===== src/rtl/span_timer_pkg.sv =====
package span_timer_pkg;

  // register slot selected by the word address
  typedef enum logic [1:0] {
    SLOT_CTRL  = 2'd0,
    SLOT_SPAN  = 2'd1,
    SLOT_COUNT = 2'd2,
    SLOT_NONE  = 2'd3
  } slot_e;

  // control field bit positions
  localparam int CTRL_RUN_BIT  = 0;
  localparam int CTRL_SHOT_BIT = 1;
  localparam int CTRL_UP_BIT   = 2;
  localparam int CTRL_FLAG_BIT = 3;
  localparam int CTRL_W        = 3;

  typedef struct packed {
    logic up;
    logic shot;
    logic run;
  } ctrl_t;

endpackage


===== src/rtl/span_timer_rst_sync.sv =====
module span_timer_rst_sync #(
  parameter int STAGES = 2
) (
  input  logic clk,
  input  logic rst_n_async,
  output logic rst_n_sync
);

  logic [STAGES-1:0] sync_q;
  logic [STAGES-1:0] sync_d;

  always_comb begin
    sync_d = {sync_q[STAGES-2:0], 1'b1};
  end

  always_ff @(posedge clk or negedge rst_n_async) begin
    if (!rst_n_async) sync_q <= '0;
    else              sync_q <= sync_d;
  end

  assign rst_n_sync = sync_q[STAGES-1];

endmodule


===== src/rtl/span_timer_bus_port.sv =====
module span_timer_bus_port
  import span_timer_pkg::*;
#(
  parameter int ADR_W = 8,
  parameter int DAT_W = 32
) (
  input  logic             clk,
  input  logic             rst_n,
  input  logic             cyc,
  input  logic             stb,
  input  logic             we,
  input  logic [ADR_W-1:0] adr,
  input  ctrl_t            ctrl,
  input  logic             flag,
  input  logic [DAT_W-1:0] span,
  input  logic [DAT_W-1:0] count,
  output logic             ack,
  output logic [DAT_W-1:0] rdat,
  output logic             wr_ctrl,
  output logic             wr_span,
  output logic             wr_count
);

  localparam int WORD_LSB = 2;
  localparam int SLOT_MSB = WORD_LSB + 1;

  logic             take;
  logic             ack_d;
  logic             addr_ok;
  slot_e            slot;
  logic [DAT_W-1:0] ctrl_word;
  logic [DAT_W-1:0] rdat_d;
  logic             rdat_en;

  // taken once per access; the pending ack blocks a second take
  assign take  = cyc && stb && !ack;
  assign ack_d = take;

  // mapped only when the high bits and the byte lane bits are zero
  always_comb begin
    addr_ok = ((adr >> (SLOT_MSB + 1)) == '0) && (adr[WORD_LSB-1:0] == '0);
    if (!addr_ok) slot = SLOT_NONE;
    else          slot = slot_e'(adr[SLOT_MSB:WORD_LSB]);
  end

  assign wr_ctrl  = take && we && (slot == SLOT_CTRL);
  assign wr_span  = take && we && (slot == SLOT_SPAN);
  assign wr_count = take && we && (slot == SLOT_COUNT);

  always_comb begin
    ctrl_word                = '0;
    ctrl_word[CTRL_RUN_BIT]  = ctrl.run;
    ctrl_word[CTRL_SHOT_BIT] = ctrl.shot;
    ctrl_word[CTRL_UP_BIT]   = ctrl.up;
    ctrl_word[CTRL_FLAG_BIT] = flag;
  end

  always_comb begin
    unique case (slot)
      SLOT_CTRL:  rdat_d = ctrl_word;
      SLOT_SPAN:  rdat_d = span;
      SLOT_COUNT: rdat_d = count;
      default:    rdat_d = '0;
    endcase
  end

  assign rdat_en = take && !we;

  always_ff @(posedge clk or negedge rst_n) begin
    if (!rst_n) ack <= 1'b0;
    else        ack <= ack_d;
  end

  always_ff @(posedge clk or negedge rst_n) begin
    if (!rst_n)       rdat <= '0;
    else if (rdat_en) rdat <= rdat_d;
  end

  AST_ACK_NEXT: assert property (@(posedge clk) disable iff (!rst_n)
    (cyc && stb && !ack) |=> ack);
  AST_ACK_CAUSE: assert property (@(posedge clk) disable iff (!rst_n)
    ack |-> $past(cyc && stb));
  AST_UNMAPPED_ZERO: assert property (@(posedge clk) disable iff (!rst_n)
    (take && !we && (slot == SLOT_NONE)) |=> (rdat == '0));

endmodule


===== src/rtl/span_timer_regs.sv =====
module span_timer_regs
  import span_timer_pkg::*;
#(
  parameter int DAT_W = 32
) (
  input  logic             clk,
  input  logic             rst_n,
  input  logic             wr_ctrl,
  input  logic             wr_span,
  input  ctrl_t            ctrl_wdat,
  input  logic [DAT_W-1:0] span_wdat,
  input  logic             hit,
  output ctrl_t            ctrl,
  output logic [DAT_W-1:0] span,
  output logic             flag
);

  ctrl_t ctrl_d;
  logic  ctrl_en;
  logic  flag_d;

  // bus write wins for all fields; otherwise a single-shot end drops run
  always_comb begin
    ctrl_d  = ctrl;
    ctrl_en = 1'b0;
    if (wr_ctrl) begin
      ctrl_d  = ctrl_wdat;
      ctrl_en = 1'b1;
    end else if (hit && ctrl.shot) begin
      ctrl_d.run = 1'b0;
      ctrl_en    = 1'b1;
    end
  end

  // a terminal event outranks a clearing write
  always_comb begin
    if (hit)          flag_d = 1'b1;
    else if (wr_ctrl) flag_d = 1'b0;
    else              flag_d = flag;
  end

  always_ff @(posedge clk or negedge rst_n) begin
    if (!rst_n)       ctrl <= '0;
    else if (ctrl_en) ctrl <= ctrl_d;
  end

  always_ff @(posedge clk or negedge rst_n) begin
    if (!rst_n)       span <= '0;
    else if (wr_span) span <= span_wdat;
  end

  always_ff @(posedge clk or negedge rst_n) begin
    if (!rst_n) flag <= 1'b0;
    else        flag <= flag_d;
  end

  AST_FLAG_SET: assert property (@(posedge clk) disable iff (!rst_n)
    hit |=> flag);
  AST_FLAG_STICKY: assert property (@(posedge clk) disable iff (!rst_n)
    (flag && !wr_ctrl) |=> flag);
  AST_SHOT_STOP: assert property (@(posedge clk) disable iff (!rst_n)
    (hit && ctrl.shot && !wr_ctrl) |=> !ctrl.run);

endmodule


===== src/rtl/span_timer_core.sv =====
module span_timer_core
  import span_timer_pkg::*;
#(
  parameter int DAT_W = 32
) (
  input  logic             clk,
  input  logic             rst_n,
  input  ctrl_t            ctrl,
  input  logic [DAT_W-1:0] span,
  input  logic             wr_count,
  input  logic [DAT_W-1:0] count_wdat,
  output logic [DAT_W-1:0] count,
  output logic             hit
);

  localparam logic [DAT_W-1:0] STEP = {{(DAT_W-1){1'b0}}, 1'b1};

  logic [DAT_W-1:0] term;
  logic [DAT_W-1:0] restart;
  logic [DAT_W-1:0] stepped;
  logic [DAT_W-1:0] count_d;
  logic             count_en;

  always_comb begin
    term    = ctrl.up ? span : '0;
    restart = ctrl.up ? '0 : span;
    stepped = ctrl.up ? (count + STEP) : (count - STEP);
    hit     = ctrl.run && (count == term);
  end

  always_comb begin
    count_d  = count;
    count_en = 1'b0;
    if (wr_count) begin
      count_d  = count_wdat;
      count_en = 1'b1;
    end else if (ctrl.run) begin
      count_en = 1'b1;
      if (hit) count_d = ctrl.shot ? count : restart;
      else     count_d = stepped;
    end
  end

  always_ff @(posedge clk or negedge rst_n) begin
    if (!rst_n)        count <= '0;
    else if (count_en) count <= count_d;
  end

  AST_HOLD_IDLE: assert property (@(posedge clk) disable iff (!rst_n)
    (!ctrl.run && !wr_count) |=> $stable(count));
  AST_DOWN_STEP: assert property (@(posedge clk) disable iff (!rst_n)
    (ctrl.run && !ctrl.up && (count != '0) && !wr_count) |=> (count == $past(count) - STEP));
  AST_UP_STEP: assert property (@(posedge clk) disable iff (!rst_n)
    (ctrl.run && ctrl.up && (count != span) && !wr_count) |=> (count == $past(count) + STEP));
  AST_DOWN_RELOAD: assert property (@(posedge clk) disable iff (!rst_n)
    (hit && !ctrl.shot && !ctrl.up && !wr_count) |=> (count == $past(span)));
  AST_UP_RELOAD: assert property (@(posedge clk) disable iff (!rst_n)
    (hit && !ctrl.shot && ctrl.up && !wr_count) |=> (count == '0));
  AST_SHOT_PARK: assert property (@(posedge clk) disable iff (!rst_n)
    (hit && ctrl.shot && !wr_count) |=> $stable(count));
  AST_WRITE_WINS: assert property (@(posedge clk) disable iff (!rst_n)
    wr_count |=> (count == $past(count_wdat)));

endmodule


===== src/rtl/span_timer.sv =====
module span_timer
  import span_timer_pkg::*;
#(
  parameter int ADR_W = 8,
  parameter int DAT_W = 32
) (
  input  logic             clk,
  input  logic             rst_n,
  input  logic             wb_cyc_i,
  input  logic             wb_stb_i,
  input  logic             wb_we_i,
  input  logic [ADR_W-1:0] wb_adr_i,
  input  logic [DAT_W-1:0] wb_dat_i,
  output logic [DAT_W-1:0] wb_dat_o,
  output logic             wb_ack_o,
  output logic             irq_o
);

  logic             rst_n_s;
  logic             wr_ctrl;
  logic             wr_span;
  logic             wr_count;
  logic             hit;
  logic             flag;
  ctrl_t            ctrl;
  ctrl_t            ctrl_wdat;
  logic [DAT_W-1:0] span;
  logic [DAT_W-1:0] count;

  assign ctrl_wdat = ctrl_t'(wb_dat_i[CTRL_W-1:0]);

  span_timer_rst_sync #(.STAGES(2)) u_rst (
    .clk         (clk),
    .rst_n_async (rst_n),
    .rst_n_sync  (rst_n_s)
  );

  span_timer_bus_port #(.ADR_W(ADR_W), .DAT_W(DAT_W)) u_bus (
    .clk      (clk),
    .rst_n    (rst_n_s),
    .cyc      (wb_cyc_i),
    .stb      (wb_stb_i),
    .we       (wb_we_i),
    .adr      (wb_adr_i),
    .ctrl     (ctrl),
    .flag     (flag),
    .span     (span),
    .count    (count),
    .ack      (wb_ack_o),
    .rdat     (wb_dat_o),
    .wr_ctrl  (wr_ctrl),
    .wr_span  (wr_span),
    .wr_count (wr_count)
  );

  span_timer_regs #(.DAT_W(DAT_W)) u_regs (
    .clk       (clk),
    .rst_n     (rst_n_s),
    .wr_ctrl   (wr_ctrl),
    .wr_span   (wr_span),
    .ctrl_wdat (ctrl_wdat),
    .span_wdat (wb_dat_i),
    .hit       (hit),
    .ctrl      (ctrl),
    .span      (span),
    .flag      (flag)
  );

  span_timer_core #(.DAT_W(DAT_W)) u_core (
    .clk        (clk),
    .rst_n      (rst_n_s),
    .ctrl       (ctrl),
    .span       (span),
    .wr_count   (wr_count),
    .count_wdat (wb_dat_i),
    .count      (count),
    .hit        (hit)
  );

  assign irq_o = flag;

endmodule


===== config.mk =====
export PLATFORM = sky130hd
export DESIGN_NAME = span_timer
export DESIGN_NICKNAME = d
export VERILOG_FILES = /design/src/rtl/span_timer_pkg.sv /design/src/rtl/span_timer_rst_sync.sv /design/src/rtl/span_timer_bus_port.sv /design/src/rtl/span_timer_regs.sv /design/src/rtl/span_timer_core.sv /design/src/rtl/span_timer.sv
export SDC_FILE = /design/constraint.sdc
export NUM_CORES = 1
export LEC_CHECK = 0
export CAP_MARGIN = 40
export CORE_MARGIN = 2
export CORE_UTILIZATION = 38
export DETAILED_ROUTE_END_ITERATION = 8
export DONT_BUFFER_PORTS = 1
export PLACE_DENSITY_LB_ADDON = 0.1
export SLEW_MARGIN = 20
export SYNTH_ARGS = -nofsm -noshare
export SYNTH_HDL_FRONTEND = slang
export SYNTH_SLANG_ARGS = --single-unit

===== constraint.sdc =====
create_clock -name clk -period 3.1 [get_ports clk]
set_input_delay 0.31 -clock clk [delete_from_list [all_inputs] [get_ports clk]]
set_output_delay 0.31 -clock clk [all_outputs]
set_load 0.02 [all_outputs]

### Word level (Yosys, flattened, before mapping)

Cells that the tools add are included.

* bits in registers: 103
* latch bits: 0
* bits in writable memories: 0
* ROM bits: 0
* bits of input ports: 45
* output and inout port bits: 34
* word-level logic and storage cells: 53
* memories: 0

* $add $sub $neg: 2
* $mul: 0
* divide/modulo/power cells: 0
* order comparisons: 0
* equal/unequal tests: 4
* shift operators: 0
* mux-type cells: 17
* bitwise logic cells: 0
* reduce and logical (&&, ||, !) cells: 21

Operators with widths (number)
* 2-to-1 mux 32 bit: 7
* case mux 32 bit (3 select lines): 1
* adder 32 x 1 -> 32 bit (second input constant): 1
* == test 32 bit: 1
* subtractor 32 x 1 -> 32 bit (second input constant): 1
* logical AND 1 bit: 10
* zero test 8 bit: 1
* 2-to-1 mux 1 bit: 8
* nonzero test 2 bit: 3
* zero test 2 bit: 2
* AND reduction 2 bit: 2
* inequality test 3 bit (second input constant): 1
* AND reduction 3 bit: 1
* == test 2 x 1 -> 1 bit (second input constant): 1
* == test 2 bit (second input constant): 1
* zero test 1 bit: 2
* 2-to-1 mux 2 bit: 1

### Logic depth before layout (Yosys ltp)

* depth in word-level cells: 7
* mapped depth: 13
* gate-level depth less buffers: 11

### Cells and area by module

From an unflattened synthesis, not the netlist that was laid out.

* cells, all modules: 779
* area, all modules: 7272.0 um^2

Modules (own cells, without submodules)
* span_timer_core: instances 1, cells an instance 536, area each 4154.0 um^2, sequential area each 800.8 um^2
* span_timer_bus_port: instances 1, cells an instance 161, area each 1566.5 um^2, sequential area each 825.8 um^2
* span_timer_regs: instances 1, cells an instance 79, area each 1497.7 um^2, sequential area each 900.9 um^2
* span_timer_rst_sync: instances 1, cells an instance 3, area each 53.8 um^2, sequential area each 50.0 um^2

### Least setup slack after synthesis

No wires, ideal clock.

* kind: flip-flop to flip-flop
* start: register u_regs.ctrl[2] (netlist name)
* end: register u_core.count[18]
* setup time: 0.077 ns
* arrival: 3.971 ns
* required time: 3.023 ns
* slack: -0.948 ns
* cell stages (with the launch flop): 14
* buffers on the path: 2
* clock period less this slack: 4.048 ns
* cell sequence: dfrtp_1 buf_2 inv_1 clkbuf_1 ha_1 o21a_1 o2111ai_1 o21ba_2 or2_2 o41ai_1 o21bai_1 a21oi_1 mux2_2 a21oi_1

* word-level cells in the longest chain between the ends: 6
* elaborated cells between the ends (all ways): 11
* classes of those cells: 2 x eq/ne; 7 x mux; 2 x reduce/logical

RTL lines
* 2-to-1 mux 32 bit: RTL line span_timer_core.sv:25 `term = ctrl.up ? span : '0;`
* == test 32 bit: RTL line span_timer_core.sv:28 `hit = ctrl.run && (count == term);`
* logical AND 1 bit: RTL line span_timer_core.sv:28
* 2-to-1 mux 32 bit: RTL line span_timer_core.sv:39 `if (hit) count_d = ctrl.shot ? count : restart;`
* 2-to-1 mux 32 bit: RTL line span_timer_core.sv:37 `end else if (ctrl.run) begin`
* 2-to-1 mux 32 bit: RTL line span_timer_core.sv:34 `if (wr_count) begin`
* end signal, assigned: RTL line span_timer_core.sv:46 `else if (count_en) count <= count_d;`
* end, declared: RTL line span_timer_core.sv:12 `output logic [DAT_W-1:0] count,`

Parallel ways exist; a longest one is shown, timed or not. The select of a mux whose other input is x is not followed.
A chain may end at the register's enable or synchronous reset.

### Worst setup path after layout

* start: register u_regs.ctrl[2] (netlist name)
* end: register u_core.count[30]

* word-level cells in the longest chain between the ends: 6
* elaborated cells between the ends (all ways): 11
* classes of those cells: 2 x eq/ne; 7 x mux; 2 x reduce/logical

RTL lines (RTL line)
* 2-to-1 mux 32 bit: span_timer_core.sv:25
* == test 32 bit: span_timer_core.sv:28
* logical AND 1 bit: span_timer_core.sv:28
* 2-to-1 mux 32 bit: span_timer_core.sv:39
* 2-to-1 mux 32 bit: span_timer_core.sv:37
* 2-to-1 mux 32 bit: span_timer_core.sv:34

Parallel ways exist; a longest one is shown, timed or not. The select of a mux whose other input is x is not followed.

==> flow_metrics.py <==
metrics = {
    "worst_setup_path": {
        "regToRegStartpoint": "u_regs.ctrl[2]$_DFFE_PN0P_",
        "end_kind": "flip-flop",
        "cp.arrival_ps": 3220,
        "worst_r2r_endpoint": "u_core.count[30]$_DFFE_PN0P_",
        "ff2ff_path_depth": 13,
        "worstPathRequired_ps": 3300,
        "startpoint_type": "flip-flop",
        "worstSetupPathType": "reg -> reg",
        "ff2ff_setup_slack_ps": 80,
        "cp-startpoint": "u_regs.ctrl[2]$_DFFE_PN0P_",
        "cp_max_fo": 13,
    },
    "timing": {
        "fmax_mhz": 331.3,
        "min_period_over_period_pct": 97.36,
        "worstMarginPinSlew_ps": 747.0,
        "setup_violations": 0,
        "slew_viol_final": 0,
        "slew_headroom_pct": 50.06,
        "timing.setup.tns_ps": 0,
        "period_minus_slack_ps": 3018,
        "rsz0062_at_grt": "yes",
        "hold_violations": 0,
        "skew_ps": 8.039,
    },
    "worst_hold_path": {
        "min_to": "u_core.count[24]$_DFFE_PN0P_",
        "hp-class": "in -> reg",
        "min_from": "wb_dat_i[24]",
        "hold_depth": 2,
    },
    "placement": {
        "gp_congestion": 0.9155,
        "portBuffers": 0,
        "placedCellCount": 1073,
        "dp_hpwl_um": 18590,
    },
    "grt": {
        "use_met3_pct": 4.376,
        "grt_pass1_vias": 6526,
        "gr-usage-met1_pct": 35.54,
        "grt_max_degree": 54,
        "grt_first_pass_wirelength_um": 38440,
        "grt-busiest-layer": "met2",
        "grtUsageTotal_pct": 25.41,
        "grt_use_met2_pct": 40.53,
        "grt_overflow": 0,
        "grt_antenna_before_repair": 0,
    },
    "clock_tree": {
        "cts.path.max_buffers": 2,
        "cts_made_buffers": 9,
        "cts_sinks": 103,
        "tritoncts": "yes",
        "path_clk_slew_ps": 70,
        "htree_levels": 3,
        "insertion_delay_ps": 360,
        "cts_root_buf": "clkbuf_16",
    },
    "layout": {
        "fillers": 1779,
        "final_util_pct": 45.85,
        "drive_above_1_share_pct": 18.92,
        "area_growth_pct": 17.46,
        "layout_commonest_cell": "nor2_1",
        "final_cells": 1096,
        "final_cell_mix": "102 x nor2_1, 101 x dfrtp_1, 77 x nand2_1, 72 x buf_4, 55 x o21ai_0",
        "antennaDiodeCount": 0,
        "fin_nets": 938,
    },
    "yosys": {
        "synth-adder-area-share_pct": 5.601,
        "yosysWarnings": 0,
        "ys_seq_elements": 103,
        "synth_area_per_cell_sq_um": 8.640,
        "synthMuxAreaShare_pct": 6.416,
        "yosys.area_share.xor_xnor_pct": 3.970,
        "synth_cells": 817,
        "synthDistinctLibCells": 72,
        "synth_compound_area_share_pct": 25.56,
        "synth_area_sq_mm": 0.007059,
        "synthFlopType": "dfrtp_1",
        "synth_fp_nets": 893,
        "async_flop_share_pct": 100.0,
        "synth_edf_count": 0,
        "yosys.area_share.simple_pct": 18.36,
        "ys_seq_area_share_pct": 36.51,
        "synth_top_family_by_area": "compound AO/OA/AOI/OAI gates",
    },
    "floorplan": {
        "pin_count": 79,
        "start_util_pct": 39.03,
        "die_area_sq_mm": 0.01968,
        "die_y_um": 140.3,
        "core_area_sq_mm": 0.01809,
        "die_w_um": 140.3,
        "rows": 49,
    },
    "route": {
        "num_vias": 6661,
        "firstDrtPassIters": 5,
        "drtIter0Drc": 530,
        "drt_wl_total_um": 25090,
        "remaining_drc_errors": 0,
        "via_per_inst": 6.078,
        "final_antenna_net_count": 0,
        "drt-wirelength-per-cell_um": 22.89,
    },
    "status": {
        "outcome": "finished, final reports clean",
    },
    "pwr": {
        "p_total_mw": 3.954,
        "power_density_mw_per_mm2": 476.9,
        "vdd_drop_max_uv": 287.0,
        "p_leak_nw": 3.455,
    },
    "flow_run": {
        "drv_cap": 0,
    },
}
==> how the worst max path moves through the flow <==
stage | end | slack (ps) | cells past startpoint
2_1_floorplan | u_core.count[27]$_DFFE_PN0P_ | 6 | 13
3_3_place_gp | u_core.count[22]$_DFFE_PN0P_ | 6 | 13
3_5_place_dp | u_core.count[18]$_DFFE_PN0P_ | -20 | 13
4_1_cts | u_core.count[18]$_DFFE_PN0P_ | 10 | 13
5_1_grt | u_core.count[31]$_DFFE_PN0P_ | -40 | 13
6_report | u_core.count[30]$_DFFE_PN0P_ | 80 | 13
==> cells in the mapped netlist (all sizes together), types with 3 or more instances <==
cell type | count | area (sq um)
nand4b | 4 | 35.03
and3 | 8 | 50.05
a31oi | 8 | 50.05
a2111oi | 3 | 32.53
or3 | 3 | 18.77
nor4 | 4 | 40.04
mux2i | 7 | 70.07
o21ai | 68 | 340.3
o22ai | 15 | 93.84
o221ai | 3 | 26.28
xnor2 | 22 | 192.7
a211oi | 7 | 57.55
o21bai | 3 | 22.52
a21oi | 59 | 295.3
a22o | 4 | 35.03
mux2 | 34 | 382.9
o2111ai | 3 | 26.28
nor2b | 6 | 37.54
nor3 | 10 | 50.05
clkbuf | 33 | 123.9
o211ai | 8 | 60.06
inv | 16 | 60.06
a21o | 18 | 135.1
a22oi | 5 | 37.54
nand2 | 79 | 299.0
xor2 | 10 | 87.58
nand4 | 7 | 50.05
o31ai | 7 | 52.55
nor3b | 5 | 37.54
nand3 | 19 | 95.09
ha | 30 | 375.4
a222oi | 3 | 30.03
a21boi | 4 | 30.03
and2 | 5 | 31.28
o21a | 8 | 60.06
nor2 | 102 | 382.9
a221oi | 33 | 289.0
nand2b | 10 | 62.56
or2 | 5 | 31.28
dfrtp | 103 | 2577
buf | 13 | 65.07
==> flip-flops by register name, summed over array words and instances, names as in the netlist <==
register / count
u_bus.ack: 1
u_bus.rdat: 32
u_core.count: 32
u_regs.ctrl: 3
u_regs.flag: 1
u_regs.span: 32
u_rst.sync_q: 2
==> through the flow <==
| stage | cell area [sq um] | hold slack [ps] | setup WS (ps) |
|---|---|---|---|
| floorplan | 7094 | 14.41 | 5.747 |
| global placement | 7784 | 14.60 | 6.333 |
| detailed placement | 7799 | 14.61 | -19.16 |
| CTS | 8145 | 64.33 | 10.06 |
| global route | 8292 | 66.15 | -39.59 |
| finish | 8292 | 74.36 | 81.69 |
==> power by group <==
part	internal [mW]	total (mW)	switching, mW
combinational	0.535	1.12	0.586
sequential	1.48	1.77	0.284
clock	0.568	1.07	0.499
==> metal layers <==
metal	wire (um)	up-vias
met5	0	-
met4	597	0
met3	1286	32
met2	11690	201
met1	11510	3308
li1	-	3120
==> worst max-delay path: stages (launching register included) <==
cell      delay [ps]
dfrtp_2          430
clkinv_4         110
buf_12           160
ha_1             300
and2_4           180
a21o_1           210
a2111o_1         360
nor3_2           120
buf_4            140
nor2_1            70
a221oi_2         290
o21ai_1          110
xnor2_1          200
o221ai_1         150
==> final cells by class <==
cell class                 count  area (sq um)  area share (%)
clock buffer                  15         257.7           3.108
tap                          229         286.5           3.456
sequential                   103          2582           31.15
timing repair buffer          80         703.2           8.480
inverter                      16         65.06          0.7847
clock inverter                 1         5.005         0.06036
multi-input combinational    652          4392           52.97
==> logic make-up after synthesis <==
logic type               count (synthesis)
flip-flops                             103
XOR/XNOR                                32
multiplexers                            41
AO/OA/AOI/OAI                          273
AND/OR/NAND/NOR                        274
other                                    1
adder cells (fa/ha/maj)                 31
buffers and inverters                   62
==> timing repair <==
item / CTS / global route
pin swaps: 1 / 9
gates cloned: 1 / 1
endpoints found under the setup margin: 5 / 20
resized for setup: 9 / 20
hold buffers: 1 / 0
buffers inserted: 1 / 3
endpoints found under the hold margin: 2 / 0
Power figures use the tool's default switching activity.
